$ cat src/rtl/eeprom_resp_pkg.sv
// Shared constants for the serial EEPROM responder: control field
// positions, command codes and the image sum target.
package eeprom_resp_pkg;
    localparam int CTRL_W   = 5;
    localparam int FLD_CLK  = 0;
    localparam int FLD_DIN  = 1;
    localparam int FLD_DOUT = 2;
    localparam int FLD_REQ  = 3;
    localparam int FLD_GNT  = 4;
    localparam int OP_BITS  = 8;
    localparam logic [OP_BITS-1:0] OP_READ   = 8'h03;
    localparam logic [OP_BITS-1:0] OP_STATUS = 8'h05;
    localparam logic [15:0] SUM_TARGET = 16'hBABA;

    typedef enum logic [1:0] {PH_OP, PH_ADDR, PH_DATA} phase_t;
endpackage

$ cat src/rtl/eeprom_image.sv
// Read-only image of the EEPROM. Words 0..2 hold the MAC and the last word
// holds the checksum. Assumes WORDS >= 4 and a 16-bit word for the checksum rule.
module eeprom_image #(
    parameter int WORD_W = 16,
    parameter int WORDS  = 64,
    parameter logic [3*WORD_W-1:0] MAC = 48'h0012_3456_789A,
    localparam int IDX_W = $clog2(WORDS)
) (
    input  logic [IDX_W-1:0]  idx,
    output logic [WORD_W-1:0] word
);
    import eeprom_resp_pkg::*;

    localparam logic [WORD_W-1:0] CSUM = WORD_W'(SUM_TARGET)
        - MAC[3*WORD_W-1:2*WORD_W] - MAC[2*WORD_W-1:WORD_W] - MAC[WORD_W-1:0];

    logic [WORD_W-1:0] image [WORDS];

    // Build each word of the image from the MAC, zero fill, or checksum.
    for (genvar i = 0; i < WORDS; i++) begin : g_word
        if (i == WORDS - 1) begin : g_sum
            assign image[i] = CSUM;
        end else if (i < 3) begin : g_mac
            assign image[i] = MAC[3*WORD_W-1-WORD_W*i -: WORD_W];
        end else begin : g_zero
            assign image[i] = '0;
        end
    end

    // Select the addressed word.
    assign word = image[idx];
endmodule

$ cat src/rtl/eeprom_seq.sv
// Serial command sequencer: opcode, address and data phases, one step per
// sampled clock edge. Assumes a single-cycle sample strobe from the register.
module eeprom_seq #(
    parameter int WORD_W    = 16,
    parameter int WORDS     = 64,
    parameter int ADDR_BITS = 8,
    parameter int STAT_BITS = 8,
    localparam int IDX_W = $clog2(WORDS),
    localparam int CNT_W = $clog2(WORD_W) + 1
) (
    input  logic              clk,
    input  logic              rst_n,
    input  logic              sample,
    input  logic              din,
    input  logic [WORD_W-1:0] word,
    output logic [IDX_W-1:0]  idx,
    output logic              dout,
    output logic              err
);
    import eeprom_resp_pkg::*;

    phase_t               phase;
    logic [CNT_W-1:0]     cnt;
    logic [OP_BITS-1:0]   op_sr;
    logic [ADDR_BITS-1:0] addr_sr;
    logic [OP_BITS-1:0]   op_nxt;
    logic [ADDR_BITS-1:0] addr_nxt;
    logic [CNT_W-1:0]     data_last;

    // Next shift values and the last data bit count for the current command.
    always_comb begin
        op_nxt    = {op_sr[OP_BITS-2:0], din};
        addr_nxt  = {addr_sr[ADDR_BITS-2:0], din};
        data_last = (op_sr == OP_READ) ? CNT_W'(WORD_W - 1) : CNT_W'(STAT_BITS - 1);
    end

    assign idx = addr_sr[IDX_W:1];

    // Advance the command state on each sampled edge.
    always_ff @(posedge clk) begin
        if (!rst_n) begin
            phase   <= PH_OP;
            cnt     <= '0;
            op_sr   <= '0;
            addr_sr <= '0;
            dout    <= 1'b0;
            err     <= 1'b0;
        end else if (sample) begin
            case (phase)
                PH_OP: begin
                    if (cnt == CNT_W'(OP_BITS - 1)) begin
                        cnt <= '0;
                        if (op_nxt == OP_READ) begin
                            op_sr <= op_nxt;
                            phase <= PH_ADDR;
                        end else if (op_nxt == OP_STATUS) begin
                            op_sr <= op_nxt;
                            phase <= PH_DATA;
                        end else begin
                            op_sr <= '0;
                            err   <= 1'b1;
                        end
                    end else begin
                        op_sr <= op_nxt;
                        cnt   <= cnt + 1'b1;
                    end
                end
                PH_ADDR: begin
                    if (cnt == CNT_W'(ADDR_BITS - 1)) begin
                        cnt <= '0;
                        if (int'(addr_nxt[ADDR_BITS-1:1]) >= WORDS) begin
                            err     <= 1'b1;
                            op_sr   <= '0;
                            addr_sr <= '0;
                            phase   <= PH_OP;
                        end else begin
                            addr_sr <= addr_nxt;
                            phase   <= PH_DATA;
                        end
                    end else begin
                        addr_sr <= addr_nxt;
                        cnt     <= cnt + 1'b1;
                    end
                end
                default: begin
                    dout <= (op_sr == OP_READ) ? word[WORD_W-1-int'(cnt)] : 1'b0;
                    if (cnt == data_last) begin
                        cnt     <= '0;
                        op_sr   <= '0;
                        addr_sr <= '0;
                        phase   <= PH_OP;
                    end else begin
                        cnt <= cnt + 1'b1;
                    end
                end
            endcase
        end
    end
endmodule

$ cat src/rtl/cfg_eeprom_responder.sv
// Top of the serial EEPROM responder: holds the software control register,
// detects rising edges of its clock bit and joins the sequencer to the image.
// Assumes all access is whole-register writes with a combinational read.
module cfg_eeprom_responder #(
    parameter int WORD_W    = 16,
    parameter int WORDS     = 64,
    parameter int ADDR_BITS = 8,
    parameter int STAT_BITS = 8,
    parameter logic [3*WORD_W-1:0] MAC = 48'h0012_3456_789A,
    localparam int CW = eeprom_resp_pkg::CTRL_W
) (
    input  logic          clk,
    input  logic          rst_n,
    input  logic          wr_en,
    input  logic [CW-1:0] wr_data,
    output logic [CW-1:0] rd_data,
    output logic          err
);
    import eeprom_resp_pkg::*;

    localparam int IDX_W = $clog2(WORDS);

    logic              sk_q, din_q, req_q, gnt_q;
    logic              sample;
    logic              dout;
    logic [IDX_W-1:0]  idx;
    logic [WORD_W-1:0] word;

    assign sample = wr_en && wr_data[FLD_CLK] && !sk_q;

    // Capture the writable fields; grant copies request on each write.
    always_ff @(posedge clk) begin
        if (!rst_n) begin
            sk_q  <= 1'b0;
            din_q <= 1'b0;
            req_q <= 1'b0;
            gnt_q <= 1'b0;
        end else if (wr_en) begin
            sk_q  <= wr_data[FLD_CLK];
            din_q <= wr_data[FLD_DIN];
            req_q <= wr_data[FLD_REQ];
            gnt_q <= wr_data[FLD_REQ];
        end
    end

    // Assemble the register read value.
    always_comb begin
        rd_data           = '0;
        rd_data[FLD_CLK]  = sk_q;
        rd_data[FLD_DIN]  = din_q;
        rd_data[FLD_DOUT] = dout;
        rd_data[FLD_REQ]  = req_q;
        rd_data[FLD_GNT]  = gnt_q;
    end

    eeprom_image #(.WORD_W(WORD_W), .WORDS(WORDS), .MAC(MAC)) u_image (
        .idx  (idx),
        .word (word)
    );

    eeprom_seq #(.WORD_W(WORD_W), .WORDS(WORDS), .ADDR_BITS(ADDR_BITS),
                 .STAT_BITS(STAT_BITS)) u_seq (
        .clk    (clk),
        .rst_n  (rst_n),
        .sample (sample),
        .din    (wr_data[FLD_DIN]),
        .word   (word),
        .idx    (idx),
        .dout   (dout),
        .err    (err)
    );
endmodule

$ cat config.mk
export PLATFORM = sky130hd
export DESIGN_NAME = cfg_eeprom_responder
export DESIGN_NICKNAME = d
export VERILOG_FILES = /design/src/rtl/eeprom_resp_pkg.sv /design/src/rtl/eeprom_image.sv /design/src/rtl/eeprom_seq.sv /design/src/rtl/cfg_eeprom_responder.sv
export SDC_FILE = /design/constraint.sdc
export NUM_CORES = 1
export LEC_CHECK = 0
export ABC_AREA = 1
export BUFFER_PORTS_ARGS = -buffer_cell sky130_fd_sc_hd__buf_2
export CAP_MARGIN = 15
export CORE_MARGIN = 4
export CORE_UTILIZATION = 45
export DETAILED_ROUTE_END_ITERATION = 10
export GPL_ROUTABILITY_DRIVEN = 0
export GPL_TIMING_DRIVEN = 0
export SLEW_MARGIN = 20
export SYNTH_ARGS = -nofsm -noshare
export SYNTH_HDL_FRONTEND = slang
export SYNTH_HIERARCHICAL = 1
export SYNTH_SLANG_ARGS = --single-unit
$ cat constraint.sdc
create_clock -name clk -period 1.8 [get_ports clk]
set_input_delay 0.09 -clock clk [delete_from_list [all_inputs] [get_ports clk]]
set_output_delay 0.09 -clock clk [all_outputs]
set_load 0.02 [all_outputs]
==> metrics.txt, run 1 <==
outcome complete, no violations; CTS buffer count 3; WHS Path Cells 3; max cap viols 0; Total Nets Final ~320; fin crit share between 90 and 100%; Core ar. 4060 sq um; PortBufs 11; Clock transition at path regs 0.10 ns; Cells after Synth around 290; Switching Fraction between 20% and 30%; Slew Viols, Final 0; share of cells above drive strength 1 about a quarter; Async SR Flop Fraction 0%; num ports 14; arrival time worst endpoint approximately 1.9 ns; CP top delay family simple AND/OR/NAND/NOR gates; post-route ant nets 0; Total GRT Usage approximately 16%; multi-input logic area 1050 sq um; Worst Clk Skew about 0.0043 ns; worst min path class in2reg; R2R cell count 14; later-pin clock latency in the skew report between 0.2 and 0.3 ns; Final Non-Filler Cells 354; path length in cells of the critical path 14; CTS tree yes; CP max stage cell dfxtp_1; clock buffer depth 2; placement row count 23; number of synthesis warnings 6; Worst Path Required between 2 and 2.5 ns; setup slack at placement -0.0390 ns; top cells by area, synth dfxtp_1, nand2_1, nand3_1; CTS sink cnt 27; Post-synth top cells nand2_1, inv_1, nand3_1; EDFF count, synth 0; vias in the first global route 1514; CTS hold repair buffers 0; global-route wire length before repair 6.95 mm; critical path startpoint category register; final wirelength a little over 4 mm; fill count between 400 and 500; DRC viols 0; Mapped Area 1920 sq um; switching pwr 294 uW; initial core utilization 47.2%; Area Growth Syn to Fin 10.6%; Main synth FF type dfxtp_1; sequential share of power 54.6%; LEAKAGE 0.000904 uW; Setup-failing EPs final 0; Logic pwr share 13.9%; clock power share a little under a third; Worst Path Buf+Inv 4; Final Hold Viols 0; CP most frequent cell nand2_1; Cell Pwr Density roughly 530 nW/um^2; number of H-tree levels 1; critical path class reg2reg; dpl hpwl 3.00 mm; largest area contributor in the netlist dfxtp_1; CP Max Fanout 4; Synth cell types 33; top-area cell type share of the netlist area roughly 28%; DR WL/cell between 10 and 15 um; pin count of the biggest net entering global routing 15; Inst Count DP between 300 and 400; Die Area about 5400 sq um; Yosys reg bits 27; post-synthesis sequential area ratio ~28%; antenna cells 0; post-DR vias/cell around 5.0; initial antenna violation count 0; DRT iter0 DRCs 84; Max VDD drop ~0.26 mV; CP Capture Type register; Int Power between 800 and 900 uW; crit-path max cell delay ~0.38 ns; sequential cell area 544 sq um; average size of a mapped cell 6.63 sq um; total grt overflow 0; Die X 73.2 um; iteration count of the initial detailed-routing pass 4; post-layout min period about 1.6 ns; setup ws final 0.154 ns; Max Freq 0.608 GHz; via count about 1800; crit path cell chain buf_4 > nand2_1 > nor2_1 > nand2_2 > inv_2 > buf_4 > inv_1 > nand2_1 > o211ai_1 > nand3_1 > nand3_1 > nand2_1 > nand2_1 > a21oi_2; clock root buffer clkbuf_8; most common cell in the synthesized netlist nand2_1; chip height ~73 um
final timing paths:
check,end,startpoint,slack (ns)
setup reg to reg,u_seq/dout$_SDFFE_PN0P_,u_seq/addr_sr[3]$_SDFFE_PN0P_,0.15
setup / recovery,u_seq/dout$_SDFFE_PN0P_,u_seq/addr_sr[3]$_SDFFE_PN0P_,0.15
hold / removal,gnt_q$_SDFFE_PN0P_,wr_data[3],0.06
hold reg to reg,u_seq/err$_SDFFE_PN0P_,u_seq/err$_SDFFE_PN0P_,0.45
logic make-up (layout without fill, tap and decap cells):
kind of cell             Yosys count  count (layout)  share of synthesized area, %
XOR/XNOR                           1               1                         0.457
other                              1               3                         0.196
AND/OR/NAND/NOR                  137             137                          34.2
adder cells (fa/ha/maj)            4               4                          2.61
flip-flops                        27              27                          28.2
buffers and inverters             69              82                          19.5
AO/OA/AOI/OAI                     50              50                          14.8
cell type report:
type | instances | area share (%)
plain buffers | 28 | 10.0
clock buffers | 4 | 2.13
inverters | 39 | 6.91
multi-input cells | 195 | 49.7
flip-flops and latches | 27 | 25.7
well taps | 50 | 2.95
repair buffers | 11 | 2.60
per-layer routing:
| layer | track usage, % | vias up | wire, um |
|---|---|---|---|
| li1 | - | 940 | - |
| met5 | 0 | - | 0 |
| met4 | 4.92 | 0 | 46 |
| met3 | 2.48 | 4 | 77 |
| met2 | 25.7 | 18 | 1880 |
| met1 | 22.7 | 808 | 2090 |
state kept, by name, indices dropped and copies added, names as in the netlist:
signal	flops
gnt_q	1
u_seq/dout	1
u_seq/op_sr	8
sk_q	1
u_seq/cnt	5
u_seq/err	1
din_q	1
u_seq/addr_sr	7
u_seq/phase	2
through the flow:
step	hold WS (ns)	utilization [%]	cell area (sq um)	setup TNS [ns]	total power [uW]
final	0.0649	52.2	2120	0	1130
after global placement	0.352	50.3	2040	-0.0706	783
after global routing	0.0715	52.2	2120	-0.0633	1190
after detailed placement	0.357	50.3	2040	-0.113	784
after floorplan	0.212	-	1920	0	747
after CTS	0.0675	51.5	2090	0	1140
cells in the final DEF (no fill, tap or decap), types with 4 or more instances in the layout:
cell type,Yosys,routed
nand4_1,5,5
dfxtp_1,27,24
clkbuf_1,4,4
buf_4,19,17
a21oi_1,27,25
nor2_1,30,29
nand2_2,3,5
o21ai_0,12,10
nor2_4,3,4
buf_2,3,15
o211ai_1,4,4
inv_2,2,4
nand2_1,52,50
inv_1,37,35
nand3_1,34,33
o21ai_1,2,4
what timing repair did:
item,CTS,global route
endpoints found under the setup margin,7,16
pin swaps,0,6
gates resized for setup,1,20
buffers inserted,0,0
worst register-to-register path, stage by stage (launching register included):
cell and delay, ns:
dfxtp_1 0.38, buf_4 0.15, nand2_1 0.05, nor2_1 0.12, nand2_2 0.10, inv_2 0.07, buf_4 0.09, inv_1 0.03
nand2_1 0.04, o211ai_1 0.08, nand3_1 0.11, nand3_1 0.07, nand2_1 0.09, nand2_1 0.07, a21oi_2 0.12
power by group through the flow:
stage | clock network [uW] | logic [uW] | registers (uW)
2_1_floorplan | 0 | 118 | 629
3_3_place_gp | 0 | 153 | 630
3_5_place_dp | 0 | 153 | 630
4_1_cts | 368 | 154 | 616
5_1_grt | 393 | 177 | 618
6_report | 355 | 157 | 616
No activity file was read; power rests on OpenSTA's default activity.
==> run 2: changes to the inputs <==
--- a/config.mk
+++ b/config.mk
@@ -13,6 +13,7 @@
 export DETAILED_ROUTE_END_ITERATION = 10
 export GPL_ROUTABILITY_DRIVEN = 0
 export GPL_TIMING_DRIVEN = 0
+export PLACE_DENSITY = 0.72
 export SLEW_MARGIN = 20
 export SYNTH_ARGS = -nofsm -noshare
 export SYNTH_HDL_FRONTEND = slang
==> run 2 against run 1 <==
- setup slack worse by 0.0094 ns
- die area unchanged
- clock skew rose by 0.0012 ns
- utilization shrank 0.31 points
- via count down 0.40%
- count of clock-buffer cells in the layout fell by 1
- non-clock buffer count is 2 higher
- register-to-register slack barely moved
- clock power up 2%
- critical path depth is 4 lower
- largest cell class unchanged
==> metrics.txt, run 2 (same netlist as run 1, synthesis figures left out) <==
Final Cell Area 2110 sq um (-0.59%); pin count of the biggest net entering global routing 16 (+1); CTS tree yes; CP Max Fanout 9 (+5); Core ar. 4060 sq um (unchanged); Worst Clk Skew 0.00551 ns (+0.00117 ns); Pwr Total 1130 uW (+0.22%); Slew Viols, Final 0 (unchanged); CTS buffer count 3 (unchanged); crit path cell chain ha_1 > nand2_2 > nor2_4 > nand2_4 > a21oi_4 > and2_4 > buf_12 > nand2_8 > o21ai_1 > nor2_1; Hold Slack 0.0310 ns (-0.0339 ns); DR WL/cell 10.6 um (-8.4%); initial antenna violation count 0 (unchanged); Regs by FF count u_seq/op_sr x8, u_seq/addr_sr x7, u_seq/cnt x5; CP max stage cell dfxtp_1; Max Freq 0.604 GHz (-0.57%); initial core utilization 47.2% (unchanged); Post-CTS Setup Inserts 0 (unchanged); total grt overflow 0 (unchanged); hold_sp wr_data[3]; post-CTS sizing 0 (-1); Logic pwr share 13.5% (-0.4 points); Hold Path End gnt_q$_SDFFE_PN0P_; worst r2r src u_seq/cnt[1]$_SDFFE_PN0P_; sequential share of power 54.5% (about the same); Int Power 830 uW (-0.47%); WHS Path Cells 3 (unchanged); commonest non-fill, non-tap cell in the layout nand2_1; Total Nets Final 319 (+0.63%); max cap viols 0 (unchanged); Max VDD drop 0.391 mV (+48%); critical path startpoint category register; Total GRT Usage 15.1% (-1.2 points); DRC viols 0 (unchanged); Final Hold Viols 0 (unchanged); post-route ant nets 0 (unchanged); vias in the first global route 1500 (-0.92%); max reg flops 8 (unchanged); CTS hold repair buffers 0 (unchanged); placed cell area 2040 sq um (unchanged); CTS sink cnt 27 (unchanged); clock power share 32.0% (+0.5 points); switching pwr 301 uW (+2.2%); clock buffer depth 2 (unchanged); global-route wire length before repair 6.40 mm (-7.8%); worst min path class in2reg; later-pin clock latency in the skew report 0.28 ns (about the same); share of cells above drive strength 1 22.2% (-1.1 points); arrival time worst endpoint 1.84 ns (-0.02 ns); outcome complete, no violations; fin crit share 91.9% (+0.52 points); number of H-tree levels 1 (unchanged); post-layout min period 1.65 ns (+0.00935 ns); Cell Pwr Density 537 nW/um^2 (+0.82%); critical path class reg2reg; CP Capture Type register; crit-path max cell delay 0.34 ns (-0.04 ns); setup tns final 0 ns (unchanged); num ports 14 (unchanged); Worst R2R End u_seq/op_sr[1]$_SDFFE_PN0P_; Biggest register u_seq/op_sr; DRT iter0 DRCs 62 (-26%); Clock transition at path regs 0.10 ns (about the same); Worst Path Buf+Inv 1 (-3); placement row count 23 (unchanged); CP top delay family simple AND/OR/NAND/NOR gates; clock root buffer clkbuf_8; LEAKAGE 0.000920 uW (+1.7%); final wirelength 3.78 mm (-7.8%); slack of the worst reg-to-reg path 0.15 ns (about the same); Setup-failing EPs final 0 (unchanged); chip height 73.2 um (unchanged); iteration count of the initial detailed-routing pass 4 (unchanged); PortBufs 11 (unchanged); utilization after layout 51.9% (-0.31 points); Area Growth Syn to Fin 9.93%; commonest cells after routing, fill and taps aside nand2_1, inv_1, nand3_1, nor2_1, a21oi_1; Die X 73.2 um (unchanged); antenna cells 0 (unchanged); Die Area 5360 sq um (unchanged); post-DR vias/cell 4.95 (-0.96%); R2R cell count 10 (-4); Worst Path Required 1.99 ns (-0.03 ns); Switching Fraction 26.6% (+0.51 points); via count 1763 (-0.40%); dpl hpwl 2.86 mm (-4.8%)
## run 2: area by class of cell
class,count,area [sq um]
Fill cell,413,1950
Multi-Input combinational cell,195,1020
Sequential cell,27,543
Buffer,30,228
Inverter,39,146
Tap cell,50,62.6
Timing Repair Buffer,11,55.1
Clock buffer,3,41.3
Clock inverter,1,5.00
## run 2: worst register-to-register path: stages, from the launching register on
cell and delay (ns):
dfxtp_1 0.34, ha_1 0.22, nand2_2 0.09, nor2_4 0.13
nand2_4 0.10, a21oi_4 0.14, and2_4 0.17, buf_12 0.12
nand2_8 0.07, o21ai_1 0.12, nor2_1 0.05
## run 2: worst max-delay path by stage
stage                                  start                            end  slack (ns)  cells past startpoint
2_1_floorplan  u_seq/addr_sr[1]$_SDFFE_PN0P_        u_seq/dout$_SDFFE_PN0P_        0.24                     13
3_3_place_gp               sk_q$_SDFFE_PN0P_  u_seq/addr_sr[4]$_SDFFE_PN0P_        0.03                      8
3_5_place_dp   u_seq/addr_sr[1]$_SDFFE_PN0P_        u_seq/dout$_SDFFE_PN0P_        0.02                     13
4_1_cts        u_seq/addr_sr[1]$_SDFFE_PN0P_        u_seq/dout$_SDFFE_PN0P_       0.005                     13
5_1_grt        u_seq/addr_sr[1]$_SDFFE_PN0P_        u_seq/dout$_SDFFE_PN0P_     -0.0002                     12
6_report           u_seq/cnt[1]$_SDFFE_PN0P_    u_seq/op_sr[1]$_SDFFE_PN0P_        0.15                     10
## run 2: power by group through the flow
stage / clock, uW / sequential, uW / combinational, uW
detailed placement: 0 / 630 / 152
finish: 362 / 616 / 153
CTS: 372 / 616 / 152
global route: 392 / 618 / 174
global placement: 0 / 630 / 150
floorplan: 0 / 629 / 118
## run 2: routing by layer
| metal | vias to the layer above | track usage (%) | routed length, um |
|---|---|---|---|
| li1 | 944 | - | - |
| met1 | 775 | 20.2 | 1900 |
| met2 | 36 | 22.8 | 1660 |
| met3 | 8 | 2.20 | 120 |
| met4 | 0 | 8.61 | 95 |
| met5 | - | 0 | 0 |
## run 2: stage by stage
stage | std cells | setup WS [ns]
floorplan | 291 | 0.239
global route | 356 | -0.000202
finish | 356 | 0.145
CTS | 356 | 0.00537
global placement | 352 | 0.0288
detailed placement | 352 | 0.0217
==> run 3: changes to the inputs <==
--- a/config.mk
+++ b/config.mk
@@ -13,7 +13,7 @@
 export DETAILED_ROUTE_END_ITERATION = 10
 export GPL_ROUTABILITY_DRIVEN = 0
 export GPL_TIMING_DRIVEN = 0
-export PLACE_DENSITY = 0.72
+export PLACE_DENSITY = 0.68
 export SLEW_MARGIN = 20
 export SYNTH_ARGS = -nofsm -noshare
 export SYNTH_HDL_FRONTEND = slang
==> run 3 against run 2 <==
- wire length rose by 3.8%
- largest power group unchanged
- highest routed layer unchanged
- via count fell by 1.8%
- combinational power rose by 3%
==> metrics.txt, run 3 (same netlist as run 1, synthesis figures left out) <==
later-pin clock latency in the skew report 0.27 ns (about the same); setup tns final 0 ns (unchanged); max cap viols 0 (unchanged); clock power share 30.7% (-1.3 points); CTS buffer count 3 (unchanged); clock root buffer clkbuf_8; CTS hold repair buffers 0 (unchanged); Int Power 834 uW (+0.52%); Setup-failing EPs final 0 (unchanged); total grt overflow 0 (unchanged); share of cells above drive strength 1 23.5% (+1.3 points); sequential share of power 55.3% (+0.8 points); commonest cells after routing, fill and taps aside nand2_1, inv_1, nand3_1, nor2_1, a21oi_1; DRT iter0 DRCs 88 (+42%); CTS sink cnt 27 (unchanged); via count 1732 (-1.8%); Cell Pwr Density 521 nW/um^2 (-3.0%); Worst Tran Pin Value 0.508 ns; chip height 73.2 um (unchanged); critical path class reg2reg; Die Area 5360 sq um (unchanged); critical path startpoint category register; arrival time worst endpoint 1.79 ns (-0.05 ns); Die X 73.2 um (unchanged); DR WL/cell 11.0 um (+3.8%); Clock transition at path regs 0.09 ns (about the same); CTS tree yes; Worst slew margin between 60 and 70%; Regs by FF count u_seq/op_sr x8, u_seq/addr_sr x7, u_seq/cnt x5; Core ar. 4060 sq um (unchanged); PortBufs 11 (unchanged); Worst Path Required 1.94 ns (-0.05 ns); DRC viols 0 (unchanged); Logic pwr share 14.0% (+0.5 points); Worst Clk Skew 0.00894 ns (+0.00342 ns); post-route ant nets 0 (unchanged); Final Hold Viols 0 (unchanged); dpl hpwl 2.92 mm (+2.0%); Max Freq 0.607 GHz (+0.43%); final wirelength 3.92 mm (+3.8%); pin count of the biggest net entering global routing 15 (-1); Area Growth Syn to Fin 11.8%; Hold Slack 0.0305 ns (-0.000567 ns); outcome complete, no violations; Switching Fraction 25.2% (-1.4 points); iteration count of the initial detailed-routing pass 4 (unchanged); CP Capture Type register; setup slack at placement 0.00967 ns (-0.0120 ns); RSZ-0062 raised after global routing false; Biggest register u_seq/op_sr; Total Nets Final 319 (unchanged); post-layout min period 1.65 ns (-0.00708 ns); post-DR vias/cell 4.87 (-1.8%); worst min path class in2reg; Total GRT Usage 15.9% (+0.88 points); setup ws final 0.152 ns (+0.00708 ns); max reg flops 8 (unchanged); initial core utilization 47.2% (unchanged); antenna cells 0 (unchanged); CP Max Fanout 4 (-5); switching pwr 282 uW (-6.4%); Slew Viols, Final 0 (unchanged); placed cell area 2040 sq um (unchanged); number of H-tree levels 1 (unchanged); commonest non-fill, non-tap cell in the layout nand2_1; num ports 14 (unchanged); fin crit share 91.5% (-0.39 points); Final Cell Area 2140 sq um (+1.7%); initial antenna violation count 0 (unchanged); placement row count 23 (unchanged); vias in the first global route 1612 (+7.5%); Max VDD drop 0.484 mV (+24%); global-route wire length before repair 6.82 mm (+6.5%); LEAKAGE 0.000925 uW (+0.63%); clock buffer depth 2 (unchanged)
==> run 3: changes by cell type in the layout (fill, tap and decap cells not counted), sizes merged <==
cell / before / now
clkinv: 1 / 0
clkbuf: 7 / 8
==> run 3: path summary, 6_finish.rpt <==
| path | from | end | slack (ns) | cells past startpoint |
|---|---|---|---|---|
| max | u_seq/addr_sr[2]$_SDFFE_PN0P_ | u_seq/dout$_SDFFE_PN0P_ | 0.15 | 15 |
| min | wr_data[3] | gnt_q$_SDFFE_PN0P_ | 0.03 | 3 |
| max reg2reg | u_seq/addr_sr[2]$_SDFFE_PN0P_ | u_seq/dout$_SDFFE_PN0P_ | 0.15 | 15 |
| min reg2reg | u_seq/err$_SDFFE_PN0P_ | u_seq/err$_SDFFE_PN0P_ | 0.46 | 2 |
==> run 3: layer usage <==
metal  wire length, um  vias to the layer above  global-route usage, %
met5                 0                        -                      0
met4                53                        0                   5.94
met3                99                        4                   2.20
met2              1820                       21                   26.6
met1              1950                      766                   20.7
li1                  -                      941                      -
==> run 3: per-stage QoR <==
step	utilization, %	power (uW)	instances
final	52.8	1120	356
after global routing	52.8	1170	356
after CTS	51.5	1120	356
after detailed placement	50.3	782	352
after global placement	50.3	781	352
after floorplan	-	747	291
==> run 3: final cells by class <==
| class | count | area (sq um) |
|---|---|---|
| Fill cell | 407 | 1920 |
| Multi-Input combinational cell | 195 | 1060 |
| Sequential cell | 27 | 544 |
| Buffer | 30 | 228 |
| Inverter | 39 | 146 |
| Tap cell | 50 | 62.6 |
| Timing Repair Buffer | 11 | 55.1 |
| Clock buffer | 4 | 45.0 |
==> run 3: what timing repair did <==
| item | CTS | global route |
|---|---|---|
| endpoints found under the hold margin | 0 | 0 |
| resized for setup | 1 | 19 |
| pin swaps | 0 | 3 |
| buffers inserted | 0 | 0 |
| setup endpoints to repair | 1 | 15 |
==> run 3: power by group through the flow <==
stage	Sequential (uW)	Combinational [uW]	Clock [uW]
6_report	617	157	342
5_1_grt	619	176	374
4_1_cts	617	152	353
3_5_place_dp	631	152	0
3_3_place_gp	630	151	0
2_1_floorplan	629	118	0
==> run 3: worst max-delay path: stages (launching register included) <==
cell,delay [ns]
dfxtp_2,0.34
buf_4,0.15
ha_4,0.15
nand2_1,0.05
inv_1,0.04
nand2_2,0.11
inv_2,0.05
buf_4,0.12
inv_1,0.04
nand2_1,0.04
o211ai_1,0.08
nand3_1,0.10
nand3_1,0.08
nand2_1,0.07
nand2_1,0.06
a21oi_1,0.05
